### config.mk
export PLATFORM = sky130hd
export DESIGN_NAME = spi_master
export DESIGN_NICKNAME = d
export VERILOG_FILES = /design/src/rtl/spi_master.sv
export SDC_FILE = /design/constraint.sdc
export NUM_CORES = 1
export LEC_CHECK = 0
export BUFFER_PORTS_ARGS = -buffer_cell sky130_fd_sc_hd__buf_2
export CORE_ASPECT_RATIO = 1.2
export CORE_MARGIN = 4
export CORE_UTILIZATION = 58
export DETAILED_ROUTE_END_ITERATION = 8
export GPL_ROUTABILITY_DRIVEN = 0
export HOLD_SLACK_MARGIN = 0.02
export PLACE_DENSITY = 0.8
export REMOVE_ABC_BUFFERS = 1
export SLEW_MARGIN = 10
export SYNTH_ARGS = -nofsm -noshare
export SYNTH_HDL_FRONTEND = slang
export SYNTH_SLANG_ARGS = --single-unit
export TNS_END_PERCENT = 1
### constraint.sdc
create_clock -name clk -period 4.02 [get_ports clk]
set_clock_uncertainty 0.15 [all_clocks]
set_input_delay 0.402 -clock clk [delete_from_list [all_inputs] [get_ports clk]]
set_output_delay 0.402 -clock clk [all_outputs]
set_load 0.02 [all_outputs]
### src/rtl/spi_master.sv
module spi_master #(
  parameter int WORD_W = 16,
  parameter int DIV_W  = 3
) (
  input  logic              clk,
  input  logic              rst_n,
  input  logic              start,
  input  logic [WORD_W-1:0] tx_word,
  input  logic              wide,
  input  logic              cpol,
  input  logic              lsb_first,
  input  logic [DIV_W-1:0]  div_sel,
  input  logic              stat_rd,
  input  logic              data_rd,
  input  logic              miso,
  output logic              sck,
  output logic              mosi,
  output logic              ss_n,
  output logic              busy,
  output logic              done,
  output logic [WORD_W-1:0] rx_word
);
  localparam int TW = 1 << DIV_W;
  localparam int EW = $clog2(2*WORD_W + 1);
  localparam int PW = $clog2(WORD_W);

  typedef enum logic [2:0] {S_IDLE, S_LEAD, S_SHIFT, S_TRAIL, S_GAP} st_t;

  st_t               st;
  logic [TW-1:0]     tmr, hm1_q;
  logic [EW-1:0]     ecnt, last;
  logic              sck_q, ss_q, wide_q, lsb_q, armed;
  logic [WORD_W-1:0] tx_q, rx_sh, rx_q;
  logic [PW-1:0]     pos;
  logic [EW-1:0]     idx;

  assign last = wide_q ? EW'(2*WORD_W) : EW'(WORD_W);
  assign idx  = {1'b0, ecnt[EW-1:1]};

  always_comb begin
    if (lsb_q) pos = PW'(idx);
    else       pos = wide_q ? PW'(EW'(WORD_W-1) - idx) : PW'(EW'(WORD_W/2-1) - idx);
  end

  assign sck     = (st == S_IDLE) ? cpol : sck_q;
  assign mosi    = (st == S_LEAD || st == S_SHIFT) ? tx_q[pos] : 1'b0;
  assign ss_n    = ss_q;
  assign busy    = (st != S_IDLE);
  assign rx_word = rx_q;

  always_ff @(posedge clk or negedge rst_n) begin
    if (!rst_n) begin
      st <= S_IDLE; tmr <= '0; hm1_q <= '0; ecnt <= '0;
      sck_q <= 1'b0; ss_q <= 1'b1; wide_q <= 1'b0; lsb_q <= 1'b0;
      tx_q <= '0; rx_sh <= '0; rx_q <= '0; done <= 1'b0; armed <= 1'b0;
    end else begin
      if (stat_rd && done) armed <= 1'b1;
      if (data_rd && armed) begin
        done  <= 1'b0;
        armed <= 1'b0;
      end
      if (st == S_IDLE) begin
        if (start) begin
          st     <= S_LEAD;
          hm1_q  <= (TW'(1) << div_sel) - TW'(1);
          tmr    <= (TW'(1) << div_sel) - TW'(1);
          wide_q <= wide;
          lsb_q  <= lsb_first;
          sck_q  <= cpol;
          tx_q   <= tx_word;
          rx_sh  <= '0;
          ecnt   <= '0;
          ss_q   <= 1'b0;
        end
      end else if (tmr != '0) begin
        tmr <= tmr - TW'(1);
      end else begin
        tmr <= hm1_q;
        case (st)
          S_LEAD, S_SHIFT: begin
            sck_q <= ~sck_q;
            ecnt  <= ecnt + EW'(1);
            if (!ecnt[0]) rx_sh[pos] <= miso;
            if (ecnt + EW'(1) == last) begin
              st    <= S_TRAIL;
              rx_q  <= rx_sh;
              done  <= 1'b1;
              armed <= 1'b0;
            end else begin
              st <= S_SHIFT;
            end
          end
          S_TRAIL: begin
            ss_q <= 1'b1;
            st   <= S_GAP;
          end
          default: st <= S_IDLE;
        endcase
      end
    end
  end
endmodule


==> results of run 1 <==
==> final timing paths <==
kind                                          start                     end  slack [ns]  depth (start not counted)
max in group asynchronous                     rst_n      tmr[5]$_DFFE_PN0P_        3.02                          1
worst min-delay path                          rst_n       sck_q$_DFFE_PN0P_        0.03                          1
min in group clk                        tx_word[10]    tx_q[10]$_DFFE_PN0P_        0.08                          3
worst max register to register   tmr[0]$_DFFE_PN0P_  rx_word[5]$_DFFE_PN0P_        0.81                          8
worst min register to register  tx_q[1]$_DFFE_PN0P_     tx_q[1]$_DFFE_PN0P_        0.33                          2
worst max-delay path             tmr[0]$_DFFE_PN0P_  rx_word[5]$_DFFE_PN0P_        0.81                          8
==> power by group <==
part	switching [mW]	internal [mW]	total, mW
registers	0.257	1.02	1.27
clock network	0.291	0.369	0.661
logic	0.638	0.466	1.10
total	1.19	1.85	3.04
==> per-layer routing <==
layer	routed length [µm]	vias up	global-route usage (%)
met5	0	-	0
met4	58	0	6.68
met3	464	5	5.14
met2	4290	101	35.7
met1	3690	1574	28.3
li1	-	1563	-
==> worst max-delay path, cell delays in order (launching register included) <==
cell and delay (ns):
dfrtp_1 0.42, inv_1 0.08, ha_1 0.21, or4b_1 0.62, nor4b_4 0.51, nand4_2 0.20
a221oi_4 0.20, buf_4 0.32, mux2_2 0.38
==> stage by stage <==
step	std cells	utilization, %	area (µm²)	hold slack, ns
after detailed placement	533	63.4	4290	0.313
after floorplan	393	-	3900	-0.0436
after global placement	533	63.4	4290	0.305
final	549	66.8	4520	0.0311
after CTS	549	66.8	4520	0.0672
after global routing	549	66.8	4520	0.0745
==> layout make-up <==
class	instances	area (µm²)	share of cell area, %
Inverter	6	22.5	0.498
Multi-Input combinational cell	308	1900	42.1
Sequential cell	79	1980	43.7
Clock inverter	6	92.6	2.05
Timing Repair Buffer	53	280	6.20
Tap cell	87	109	2.41
Clock buffer	10	138	3.04
==> synth_stat cells (all sizes together), types with 4 or more instances <==
master	instances	area, µm²
a21o	6	47.6
a21oi	33	165
a31oi	6	37.5
clkbuf	25	93.8
dfrtp	78	1950
inv	6	22.5
mux2	21	263
mux2i	7	70.1
nand2	80	300
nand2b	5	31.3
nand3	5	25.0
nor2	25	93.8
nor2b	4	25.0
nor3	5	25.0
o21ai	53	265
xnor2	5	43.8
==> cell families after synthesis <==
kind of cell | synth area share [%]
AO/OA/AOI/OAI | 18.3
buffers and inverters | 3.64
adder cells (fa/ha/maj) | 0.933
XOR/XNOR | 1.74
AND/OR/NAND/NOR | 16.9
flip-flops | 49.2
multiplexers | 9.39
==> cells in the final DEF, fill, tap and decap left out, drive strengths merged, types with 3 or more instances in the layout <==
master	count
mux2i	7
dfrtp	78
xor2	3
nand2b	5
o21ai	53
xnor2	5
and3	3
nor3	5
nor2b	4
clkbuf	10
a21oi	33
ha	3
buf	53
nor2	25
inv	7
mux2	21
nand2	80
and2	3
a21o	6
nand3	5
a31oi	6
==> registers in the layout, indices dropped and copies added, names as in the netlist <==
signal	flops
rx_sh	16
rx_word	16
tx_q	16
hm1_q	8
tmr	8
ecnt	6
st	3
armed	1
done	1
lsb_q	1
sck_q	1
ss_n	1
wide_q	1
==> flow_summary.ini, run 1 <==
[die]
core_area_um2 = 6770
dieHeight_um = 99.2
dieWidth_um = 84.0
row_count = 33
initial_core_util_pct = 59.4
dieArea_um2 = 8340
io_pins = 49

[yosys]
syn_area_per_cell_um2 = 9.55
syn_inst = 421
synth-main-ff-cell = dfrtp_1
ys_seq_area_share_pct = 49.2
netlist_area_um2 = 4020
ys_warn_count = 0
async_reset_ff_share_pct = 100
yosysUniqueCellTypes = 60
synth_seq_cells = 79
synth_edf_count = 0

[worst_setup_path]
cp.arrival_ns = 3.31
cp_max_fo = 19
cp-start-kind = flip-flop
end_kind = flip-flop
path_class = reg -> reg
cp_data_required_time_ns = 4.12

[timing]
finalSetupTns_ns = 0
drv_slew = 0
fmax_ghz = 0.311
rsz0062_at_grt = false
setup_viol = 0
worstMarginPinSlew_ns = 0.992
finalWorstSetupSlack_ns = 0.808
hold_viol = 0
post-route-min-period_ns = 3.21
slew-limit-headroom_pct = 33.9
finalCritPeriodShare_pct = 79.9

[power]
p_per_area_nw_per_um2 = 671
peakVddDrop_mv = 0.411
cellLeakagePower_nw = 2.18
finalPower_mw = 3.04

[detailed_routing]
via_per_inst = 5.91
post_drt_wl_per_cell_um = 15.5
routed_wl_mm = 8.50
drtIter0Drc = 247
route.detailed.drc = 0
first_pass_iters = 5
vias = 3243
ant_nets = 0

[finish]
nets = 488
area_growth_pct = 12.4
n_antenna_cell = 0
n_fill_cell = 542
drive_gt1_share_pct = 22.7

[clock_tree]
clock_sinks = 79
numCtsBuffers = 9
cts_tree = built
cts_hold_buf = 0
cts.path.max_buffers = 2
clockRootBuffer = clkbuf_8
cts.clk_slew.worst_paths_ns = 0.08
ctsResizeCount = 0
h-tree-depth = 3
cts_setup_buffers = 0
insertion_delay_ns = 0.36

[placed_design]
portBuffers = 48
dp_worst_setup_slack_ns = 0.809
dpl.hpwl_mm = 5.86

[global_route]
antenna_found_initial = 0
gr-total-overflow = 0
first_global_vias = 3094
grt_max_degree = 80
grt_first_pass_wirelength_mm = 14.6
track_usage_pct = 21.6

[hold_path]
hp-class = in -> async

[outcome]
outcome = finished, final reports clean

[job]
maxCapViolCount = 0
(Power assumes the default switching activity.)
==> inputs of run 2 (changes only) <==
==> constraint.sdc (replaced) <==
create_clock -name clk -period 3.4 [get_ports clk]
set_clock_uncertainty 0.15 [all_clocks]
set_input_delay 0.34 -clock clk [delete_from_list [all_inputs] [get_ports clk]]
set_output_delay 0.34 -clock clk [all_outputs]
set_load 0.02 [all_outputs]
==> flow_summary.ini, run 2 (synthesis gave the netlist of run 1 again) <==
[finish]
n_fill_cell = 521
ff_latch_area_um2 = 1980
final_core_util_pct = 67.6
n_antenna_cell = 0
final_cell_area_um2 = 4580
multi_input_area_um2 = 1900
area_growth_pct = 13.8
final_cell_mix = nand2_1, dfrtp_1, o21ai_0
drive_gt1_share_pct = 22.5
nets = 498
final_common_cell = nand2_1

[clock_tree]
cts.path.max_buffers = 2
cts.clk_slew.worst_paths_ns = 0.08
cts_tree = built
clock_sinks = 79
insertion_delay_ns = 0.35
clockRootBuffer = clkbuf_8
numCtsBuffers = 9
cts_setup_buffers = 0
h-tree-depth = 3

[placed_design]
dpl.hpwl_mm = 5.95
dp_worst_setup_slack_ns = 0.418
placed_area_um2 = 4300
portBuffers = 48

[power]
peakVddDrop_mv = 0.494
p_int_mw = 2.05
cellLeakagePower_nw = 2.21
p_sw_share_pct = 40.9
p_comb_share_pct = 37.9
switchingPower_mw = 1.42
power.share.clock_pct = 18.7
sequentialPowerShare_pct = 43.4
p_per_area_nw_per_um2 = 759

[die]
io_pins = 49
dieWidth_um = 84.0
core_area_um2 = 6770
dieHeight_um = 99.2
row_count = 33
initial_core_util_pct = 59.4
dieArea_um2 = 8340

[timing]
worstMarginPinSlew_ns = 0.988
finalWorstSetupSlack_ns = 0.413
setup_viol = 0
slew-limit-headroom_pct = 34.2
hold_viol = 0
whs_ns = 0.00891
drv_slew = 0
fmax_ghz = 0.335
rsz0062_at_grt = false
finalCritPeriodShare_pct = 87.9
post-route-min-period_ns = 2.99

[detailed_routing]
routed_wl_mm = 8.68
post_drt_wl_per_cell_um = 15.5
vias = 3292
via_per_inst = 5.89
first_pass_iters = 5
ant_nets = 0
route.detailed.drc = 0
drtIter0Drc = 260

[global_route]
track_usage_pct = 22.1
first_global_vias = 3121
gr-total-overflow = 0
grt_max_degree = 80
antenna_found_initial = 0
grt_first_pass_wirelength_mm = 14.9

[worst_setup_path]
critPathLaunch = tmr[0]$_DFFE_PN0P_
cp.arrival_ns = 3.07
cpMaxStageDelayCell = or4b_1
end_kind = flip-flop
slowest_delay_ns = 0.62
crit_chain = inv_1 -> ha_1 -> or4b_1 -> nor4b_4 -> nand4_2 -> a221oi_4 -> buf_4 -> mux2_2
cp_data_required_time_ns = 3.48
r2r-start = tmr[0]$_DFFE_PN0P_
path_class = reg -> reg
cp-start-kind = flip-flop
cp_max_fo = 19

[hold_path]
hp-class = in -> async

[outcome]
outcome = finished, final reports clean

[job]
maxCapViolCount = 0
## run 2: cell count changes in the layout (fill, tap and decap cells not counted), sizes merged
cell,previous run,this run
buf,53,54
bufinv,2,0
clkinv,1,3
clkinvlp,2,1
dlygate4sd3,0,9
inv,7,8
## run 2: final cells by class
| class | instances | area share, % |
|---|---|---|
| timing repair buffer | 63 | 8.25 |
| inverter | 6 | 0.492 |
| clock inverter | 6 | 1.12 |
| sequential | 79 | 43.2 |
| tap | 87 | 2.38 |
| multi-input combinational | 308 | 41.6 |
| clock buffer | 10 | 3.01 |
## run 2: power by group through the flow
stage	combinational, mW	clock (mW)	sequential, mW
detailed placement	1.30	0	1.52
global route	1.48	0.708	1.55
floorplan	0.989	0	1.43
global placement	1.25	0	1.49
finish	1.32	0.649	1.51
CTS	1.32	0.669	1.50
## run 2: what timing repair did
item / CTS / global route
resized for setup: 0 / 0
hold buffers: 9 / 0
hold endpoints to repair: 9 / 0
## run 2: worst paths after layout
| kind | end | slack [ns] | depth (start not counted) |
|---|---|---|---|
| worst max-delay path | rx_word[8]$_DFFE_PN0P_ | 0.41 | 8 |
| worst min-delay path | done$_DFF_PN0_ | 0.009 | 1 |
| worst max register to register | rx_word[8]$_DFFE_PN0P_ | 0.41 | 8 |
| worst min register to register | tx_q[1]$_DFFE_PN0P_ | 0.33 | 2 |
| max in group asynchronous | sck_q$_DFFE_PN0P_ | 2.47 | 1 |
| min in group clk | tx_q[6]$_DFFE_PN0P_ | 0.03 | 3 |
## run 2: stage by stage
stage	cells	total power, mW	TNS (ns)
after floorplan	393	2.42	-14.79
after global placement	534	2.74	0
after detailed placement	534	2.82	0
after CTS	559	3.49	0
after global routing	559	3.74	0
final	559	3.48	0
## run 2: per-layer routing
metal | share of wire [%] | GRT usage [%] | routed length, µm
met1 | 42 | 28.6 | 3670
met2 | 50 | 36.5 | 4360
met3 | 5.7 | 3.81 | 493
met4 | 1.7 | 9.90 | 144
met5 | 0 | 0 | 0
## run 2: worst max-delay path, delay by kind of cell (launching register included)
family	cells	cell delay, ns
adder cells (fa/ha/maj)	1	0.19
buffers and inverters	2	0.40
multiplexers	1	0.37
flip-flops	1	0.43
AND/OR/NAND/NOR	3	1.13
AO/OA/AOI/OAI	1	0.20
